**src/rtl/alt_pkg.sv**
```systemverilog
package alt_pkg;

  localparam int OP_W = 8;

  typedef enum logic [2:0] {
    CLS_NONE,
    CLS_ACC_ST_RP,
    CLS_ACC_ST_ABS,
    CLS_PAIR_ST_BASE,
    CLS_PAIR_ST_EXT,
    CLS_ACC_LD_ABS,
    CLS_BITTEST
  } instr_cls_e;

  localparam logic [OP_W-1:0] OPC_ST_A_BC  = 8'h02;
  localparam logic [OP_W-1:0] OPC_ST_A_DE  = 8'h12;
  localparam logic [OP_W-1:0] OPC_ST_A_ABS = 8'h32;
  localparam logic [OP_W-1:0] OPC_ST_HL    = 8'h22;
  localparam logic [OP_W-1:0] OPC_LD_A_ABS = 8'h3A;
  localparam logic [OP_W-1:0] PFX_EXT_PAGE = 8'hED;
  localparam logic [OP_W-1:0] PFX_BIT_PAGE = 8'hCB;

  localparam int LEN_ACC_ST_RP    = 7;
  localparam int LEN_ACC_ST_ABS   = 13;
  localparam int LEN_PAIR_ST_BASE = 16;
  localparam int LEN_PAIR_ST_EXT  = 20;

endpackage

```
**src/rtl/alt_rst_sync.sv**
```systemverilog
module alt_rst_sync #(
  parameter int STAGES = 2
) (
  input  logic clk,
  input  logic rst_n,
  output logic srst_n
);

  logic [STAGES-1:0] sync_q;
  logic [STAGES-1:0] sync_d;

  generate
    if (STAGES == 1) begin : g_single
      always_comb sync_d = 1'b1;
    end else begin : g_chain
      always_comb sync_d = {sync_q[STAGES-2:0], 1'b1};
    end
  endgenerate

  always_ff @(posedge clk or negedge rst_n) begin
    if (!rst_n) sync_q <= '0;
    else        sync_q <= sync_d;
  end

  assign srst_n = sync_q[STAGES-1];

endmodule

```
**src/rtl/alt_decode.sv**
```systemverilog
module alt_decode
  import alt_pkg::*;
#(
  parameter int TS_W = 5
) (
  input  logic            pfx_vld,
  input  logic [OP_W-1:0] pfx,
  input  logic [OP_W-1:0] op,
  output instr_cls_e      cls,
  output logic            len_chk,
  output logic [TS_W-1:0] len_req
);

  logic ext_pair;

  always_comb begin
    ext_pair = (op[7:6] == 2'b01) && (op[3:0] == 4'h3);
    cls = CLS_NONE;
    if (!pfx_vld) begin
      case (op)
        OPC_ST_A_BC, OPC_ST_A_DE: cls = CLS_ACC_ST_RP;
        OPC_ST_A_ABS:             cls = CLS_ACC_ST_ABS;
        OPC_ST_HL:                cls = CLS_PAIR_ST_BASE;
        OPC_LD_A_ABS:             cls = CLS_ACC_LD_ABS;
        default:                  cls = CLS_NONE;
      endcase
    end else if (pfx == PFX_EXT_PAGE) begin
      if (ext_pair) cls = CLS_PAIR_ST_EXT;
    end else if (pfx == PFX_BIT_PAGE) begin
      if (op[7:6] == 2'b01) cls = CLS_BITTEST;
    end
  end

  always_comb begin
    len_chk = 1'b1;
    len_req = '0;
    case (cls)
      CLS_ACC_ST_RP:    len_req = TS_W'(LEN_ACC_ST_RP);
      CLS_ACC_ST_ABS:   len_req = TS_W'(LEN_ACC_ST_ABS);
      CLS_PAIR_ST_BASE: len_req = TS_W'(LEN_PAIR_ST_BASE);
      CLS_PAIR_ST_EXT:  len_req = TS_W'(LEN_PAIR_ST_EXT);
      default:          len_chk = 1'b0;
    endcase
  end

endmodule

```
**src/rtl/alt_latch.sv**
```systemverilog
module alt_latch
  import alt_pkg::*;
#(
  parameter int DATA_W = 8,
  localparam int ADDR_W = 2 * DATA_W
) (
  input  logic              clk,
  input  logic              srst_n,
  input  logic              en,
  input  instr_cls_e        cls,
  input  logic [ADDR_W-1:0] addr,
  input  logic [DATA_W-1:0] acc,
  input  logic              clone,
  output logic [ADDR_W-1:0] latch_q
);

  logic [ADDR_W-1:0] latch_d;
  logic [ADDR_W-1:0] addr_inc;
  logic [DATA_W-1:0] lo_inc;
  logic              acc_store;

  always_comb begin
    addr_inc  = addr + 1'b1;
    lo_inc    = addr[DATA_W-1:0] + 1'b1;
    acc_store = (cls == CLS_ACC_ST_RP) || (cls == CLS_ACC_ST_ABS);
    latch_d   = latch_q;
    case (cls)
      CLS_ACC_ST_RP, CLS_ACC_ST_ABS:
        latch_d = {(clone ? {DATA_W{1'b0}} : acc), lo_inc};
      CLS_PAIR_ST_BASE, CLS_PAIR_ST_EXT, CLS_ACC_LD_ABS:
        latch_d = addr_inc;
      default:
        latch_d = latch_q;
    endcase
  end

  always_ff @(posedge clk or negedge srst_n) begin
    if (!srst_n)  latch_q <= '0;
    else if (en)  latch_q <= latch_d;
  end


  acc_lo_wrap_chk: assert property (@(posedge clk) disable iff (!srst_n)
    en && acc_store |=> latch_q[DATA_W-1:0] == DATA_W'($past(addr[DATA_W-1:0]) + 1'b1));


  acc_hi_copy_chk: assert property (@(posedge clk) disable iff (!srst_n)
    en && acc_store && !clone |=> latch_q[ADDR_W-1:DATA_W] == $past(acc));


  clone_hi_zero_chk: assert property (@(posedge clk) disable iff (!srst_n)
    en && acc_store && clone |=> latch_q[ADDR_W-1:DATA_W] == '0);


  pair_inc_chk: assert property (@(posedge clk) disable iff (!srst_n)
    en && ((cls == CLS_PAIR_ST_BASE) || (cls == CLS_PAIR_ST_EXT))
    |=> latch_q == ADDR_W'($past(addr) + 1'b1));


  load_inc_chk: assert property (@(posedge clk) disable iff (!srst_n)
    en && (cls == CLS_ACC_LD_ABS) |=> latch_q == ADDR_W'($past(addr) + 1'b1));


  latch_idle_chk: assert property (@(posedge clk) disable iff (!srst_n)
    !en |=> $stable(latch_q));


  latch_other_chk: assert property (@(posedge clk) disable iff (!srst_n)
    en && ((cls == CLS_NONE) || (cls == CLS_BITTEST)) |=> $stable(latch_q));

endmodule

```
**src/rtl/alt_bitflags.sv**
```systemverilog
module alt_bitflags
  import alt_pkg::*;
#(
  parameter int DATA_W = 8
) (
  input  logic              clk,
  input  logic              srst_n,
  input  logic              en,
  input  logic              is_bit,
  input  logic              idx,
  input  logic [OP_W-1:0]   op,
  input  logic [DATA_W-1:0] opnd,
  input  logic [DATA_W-1:0] latch_hi,
  output logic              zero_q,
  output logic              f5_q,
  output logic              f3_q
);

  logic [DATA_W-1:0] mask;
  logic [DATA_W-1:0] src;
  logic              zero_d;
  logic              f5_d;
  logic              f3_d;
  logic              upd;

  always_comb begin
    mask = '0;
    mask[op[5:3]] = 1'b1;
    src    = (idx || (op[2:0] == 3'd6)) ? latch_hi : opnd;
    zero_d = ((opnd & mask) == '0);
    f5_d   = src[5];
    f3_d   = src[3];
    upd    = en && is_bit;
  end

  always_ff @(posedge clk or negedge srst_n) begin
    if (!srst_n) begin
      zero_q <= 1'b0;
      f5_q   <= 1'b0;
      f3_q   <= 1'b0;
    end else if (upd) begin
      zero_q <= zero_d;
      f5_q   <= f5_d;
      f3_q   <= f3_d;
    end
  end


  bit_zero_chk: assert property (@(posedge clk) disable iff (!srst_n)
    en && is_bit |=> zero_q == !$past(opnd[op[5:3]]));


  mem_src_chk: assert property (@(posedge clk) disable iff (!srst_n)
    en && is_bit && (idx || (op[2:0] == 3'd6))
    |=> (f5_q == $past(latch_hi[5])) && (f3_q == $past(latch_hi[3])));


  flags_hold_chk: assert property (@(posedge clk) disable iff (!srst_n)
    !(en && is_bit) |=> $stable({zero_q, f5_q, f3_q}));

endmodule

```
**src/rtl/addr_latch_tracker.sv**
```systemverilog
module addr_latch_tracker
  import alt_pkg::*;
#(
  parameter int DATA_W = 8,
  parameter int TS_W   = 5,
  parameter int SYNC_STAGES = 2,
  localparam int ADDR_W = 2 * DATA_W
) (
  input  logic              clk,
  input  logic              rst_n,
  input  logic              retire_vld,
  input  logic              retire_pfx_vld,
  input  logic [OP_W-1:0]   retire_pfx,
  input  logic [OP_W-1:0]   retire_op,
  input  logic              retire_idx,
  input  logic [ADDR_W-1:0] retire_addr,
  input  logic [DATA_W-1:0] retire_acc,
  input  logic [DATA_W-1:0] retire_opnd,
  input  logic [TS_W-1:0]   retire_tstates,
  input  logic              clone_mode,
  output logic [ADDR_W-1:0] latch_q,
  output logic              bit_zero,
  output logic              bit_f5,
  output logic              bit_f3,
  output logic              len_err
);

  logic            srst_n;
  instr_cls_e      cls;
  logic            len_chk;
  logic [TS_W-1:0] len_req;
  logic            len_err_d;

  alt_rst_sync #(.STAGES(SYNC_STAGES)) u_rst (
    .clk    (clk),
    .rst_n  (rst_n),
    .srst_n (srst_n)
  );

  alt_decode #(.TS_W(TS_W)) u_dec (
    .pfx_vld (retire_pfx_vld),
    .pfx     (retire_pfx),
    .op      (retire_op),
    .cls     (cls),
    .len_chk (len_chk),
    .len_req (len_req)
  );

  alt_latch #(.DATA_W(DATA_W)) u_latch (
    .clk     (clk),
    .srst_n  (srst_n),
    .en      (retire_vld),
    .cls     (cls),
    .addr    (retire_addr),
    .acc     (retire_acc),
    .clone   (clone_mode),
    .latch_q (latch_q)
  );

  alt_bitflags #(.DATA_W(DATA_W)) u_flags (
    .clk      (clk),
    .srst_n   (srst_n),
    .en       (retire_vld),
    .is_bit   (cls == CLS_BITTEST),
    .idx      (retire_idx),
    .op       (retire_op),
    .opnd     (retire_opnd),
    .latch_hi (latch_q[ADDR_W-1:DATA_W]),
    .zero_q   (bit_zero),
    .f5_q     (bit_f5),
    .f3_q     (bit_f3)
  );

  always_comb begin
    len_err_d = retire_vld && len_chk && (retire_tstates != len_req);
  end

  always_ff @(posedge clk or negedge srst_n) begin
    if (!srst_n) len_err <= 1'b0;
    else         len_err <= len_err_d;
  end


  len_quiet_chk: assert property (@(posedge clk) disable iff (!srst_n)
    !retire_vld |=> !len_err);


  len_ok_chk: assert property (@(posedge clk) disable iff (!srst_n)
    retire_vld && !retire_pfx_vld && (retire_op == OPC_ST_A_ABS)
    && (retire_tstates == TS_W'(LEN_ACC_ST_ABS)) |=> !len_err);

endmodule

```
**config.mk**
```make
export PLATFORM = sky130hd
export DESIGN_NAME = addr_latch_tracker
export DESIGN_NICKNAME = d
export VERILOG_FILES = /design/src/rtl/alt_pkg.sv /design/src/rtl/alt_rst_sync.sv /design/src/rtl/alt_decode.sv /design/src/rtl/alt_latch.sv /design/src/rtl/alt_bitflags.sv /design/src/rtl/addr_latch_tracker.sv
export SDC_FILE = /design/constraint.sdc
export NUM_CORES = 1
export LEC_CHECK = 0
export ABC_AREA = 1
export BUFFER_PORTS_ARGS = -buffer_cell sky130_fd_sc_hd__buf_2
export CORE_ASPECT_RATIO = 1.1
export CORE_UTILIZATION = 45
export CTS_BUF_LIST = sky130_fd_sc_hd__clkbuf_2 sky130_fd_sc_hd__clkbuf_4 sky130_fd_sc_hd__clkbuf_8
export DETAILED_ROUTE_END_ITERATION = 10
export GPL_TIMING_DRIVEN = 0
export PLACE_DENSITY_LB_ADDON = 0.15
export SYNTH_ARGS = -nofsm -noshare
export SYNTH_HDL_FRONTEND = slang
export SYNTH_SLANG_ARGS = --single-unit
```
**constraint.sdc**
```tcl
create_clock -name clk -period 0.8 [get_ports clk]
set_clock_uncertainty 0.15 [all_clocks]
set_input_delay 0.04 -clock clk [delete_from_list [all_inputs] [get_ports clk]]
set_output_delay 0.04 -clock clk [all_outputs]
set_load 0.1 [all_outputs]
```
==> results.py <==
metrics = {
    "power_and_ir_drop": {
        "p_per_area_mw_per_mm2": 1800,
        "peakVddDrop_uv": 1730,
        "leakage_nw": 1.67,
        "power.total_w": 0.00567,
    },
    "die": {
        "die_y_um": 69.0,
        "design.portCount": 79,
        "core_mm2": 0.00377,
        "initial_utilization_pct": 48.7,
        "die_w_um": 62.9,
        "die_area_mm2": 0.00434,
        "rows": 23,
    },
    "finish": {
        "nets": 468,
        "final_cell_mix": "nand2_1 (103), buf_2 (51), inv_1 (33)",
        "final_common_cell": "nand2_1",
        "finish.instance_area_mm2": 0.00314,
        "area_growth_pct": 71.3,
        "antennaDiodeCount": 0,
        "post-route-util_pct": 83.3,
        "fillers": 240,
        "drive_gt1_share_pct": 48.2,
    },
    "synth": {
        "synth-seq-area-share_pct": 30.0,
        "synthCells": 298,
        "synth_edf_count": 0,
        "ys_ff_latch": 22,
        "synth_area_per_cell_um2": 6.16,
        "synth_flop_cell": "dfrtp_1",
        "synth_async_sr_flop_share_pct": 100,
        "syn-num-nets": 358,
        "yosysWarnings": 0,
        "synth.distinct_cells": 30,
        "synthesis.area_mm2": 0.00183,
    },
    "clock_network": {
        "htree_levels": 1,
        "clk_latency_ps": 260,
        "cts_tree": "built",
        "cts_hold_buf": 1,
        "numCtsBuffers": 3,
        "clk_pin_slew_ps": 80,
        "cts_root_buf": "clkbuf_8",
        "cts_sinks": 22,
        "clock_path_buffers": 2,
    },
    "setup_path": {
        "r2r_start": "u_latch.latch_q[13]",
        "max_stage_delay_ps": 320,
        "crit_top_cell": "buf_6",
        "critical_path.max_fanout": 5,
        "endpoint_kind": "flop",
        "cpMaxStageDelayCell": "a21oi_4",
        "path_cells": "buf_6, nor2_4, nand4_1, a21oi_4, nor2_4, nand2_4, nand3_4, buf_6, o21ai_4, buf_6, nand2_1, nand2_1",
        "crit_required_ps": 840,
        "critical_path.startpoint": "retire_op[2]",
        "critPathKind": "in2reg",
        "crit_arrival_ps": 1720,
        "worstSetupStartpointType": "primary input",
    },
    "worst_hold_path": {
        "min-delay-path-class": "in2reg",
        "min-delay-start": "retire_addr[0]",
    },
    "drt": {
        "wl_per_cell_um": 12.9,
        "via_count": 2232,
        "route.detailed.drc": 0,
        "ant_nets": 0,
        "wl_um": 5880,
        "drtIter0Drc": 118,
        "drt-pass1-iter-count": 4,
        "routed_via_density": 4.88,
    },
    "sta": {
        "hold_viol": 8,
        "tns_ps": -21710,
        "fin_crit_sh_pct": 210,
        "period_needed_ps": 1680,
        "hold_ws_ps": -98.5,
        "setup_ws_ps": -880,
        "rsz0062_at_grt": "yes",
        "clock.fmax_ghz": 0.595,
        "drv_slew": 0,
        "setup_viol": 40,
    },
    "flow_run": {
        "cap_viol_max_count": 0,
    },
    "place": {
        "hpwl_um": 3410,
        "place_congestion": 0.785,
        "postPlaceCellArea_mm2": 0.00236,
        "io_buffer_count": 76,
        "place_ws_ps": -1060,
    },
    "global_route": {
        "grt_pass1_wl_um": 8590,
        "grt_pass1_vias": 2055,
        "grt_max_degree": 21,
        "track_usage_pct": 25.0,
        "grt_antenna_before_repair": 0,
        "grt_remaining_overflow": 0,
    },
    "status": {
        "status": "finished with violations",
        "violations": "negative hold slack, negative setup slack",
    },
}
==> metrics by stage <==
step,hold WS [ps],cells
2_1_floorplan,-406,298
3_3_place_gp,-325,424
3_5_place_dp,-325,424
4_1_cts,-104,447
5_1_grt,-87.7,457
6_report,-98.5,457
==> per-layer routing <==
metal  up-vias  global-route usage [%]  share of wire [%]
met4         0                    6.40                1.7
met2        63                    50.4                 57
met5         -                       0                  0
met3        11                    3.13                2.9
li1       1128                       -                  -
met1      1030                    27.9                 39
==> timing repair <==
action                                  in CTS  in global routing
endpoints found under the setup margin      40                 40
resized for setup                          107                 44
pin swaps                                   21                 25
gates cloned                                 1                  0
endpoints found under the hold margin        9                  5
setup buffers                               17                 10
==> critical path, delay by kind of cell <==
| family | cells | cell delay [ps] |
|---|---|---|
| compound gates | 2 | 540 |
| buf+inv | 3 | 400 |
| simple gates | 7 | 740 |
==> where the power goes <==
| part | leakage [nW] | internal (W) | switching (W) |
|---|---|---|---|
| combinational | 1.39 | 0.00124 | 0.00204 |
| sequential | 0.249 | 0.00142 | 0.000244 |
| clock | 0.0262 | 0.000388 | 0.000340 |
==> registers in the layout (all words and copies together) (netlist names) <==
| register | cells |
|---|---|
| u_flags.f3_q | 1 |
| len_err | 1 |
| u_rst.sync_q | 2 |
| u_latch.latch_q | 16 |
| u_flags.f5_q | 1 |
| u_flags.zero_q | 1 |
==> cell type report <==
cell class	count	area [um2]	area share (%)
Inverter	39	150	4.78
Tap cell	50	62.6	1.99
Timing Repair Buffer	105	932	29.7
Clock buffer	4	48.8	1.55
Buffer	5	57.6	1.83
Multi-Input combinational cell	232	1260	40.2
Sequential cell	22	627	20.0
==> cell usage after synthesis, types with 3 or more instances <==
master / n / share of area (%)
nand2_1: 130 / 27
inv_1: 39 / 8.0
nor2_1: 35 / 7.2
dfrtp_1: 22 / 30
nand3_1: 16 / 4.4
o21ai_0: 6 / 1.6
xnor2_1: 6 / 2.9
xor2_1: 6 / 2.9
nand4_1: 5 / 1.7
nor2_2: 5 / 1.7
buf_6: 4 / 2.5
nand2_2: 3 / 1.0
==> kinds of logic after synthesis <==
| family | count (synthesis) | share of synthesized area [%] |
|---|---|---|
| AO/OA/AOI/OAI | 14 | 5.53 |
| XOR/XNOR | 12 | 5.73 |
| adder cells (fa/ha/maj) | 1 | 0.682 |
| buffers and inverters | 44 | 10.6 |
| flip-flops | 22 | 30.0 |
| multiplexers | 1 | 0.546 |
| other | 1 | 0.204 |
| AND/OR/NAND/NOR | 203 | 46.7 |
==> worst paths after layout <==
path / slack [ps] / endpoint / depth (start not counted)
worst min register to register: 60 / u_latch.latch_q[13] / 0
worst max-delay path: -880 / u_latch.latch_q[2] / 12
worst max register to register: -240 / u_flags.f5_q / 2
max in group asynchronous: 100 / u_latch.latch_q[12] / 0
worst min-delay path: -100 / u_latch.latch_q[0] / 4
min in group asynchronous: -60 / u_rst.sync_q[1] / 2
Note: power is estimated with default switching activity, not from simulation.
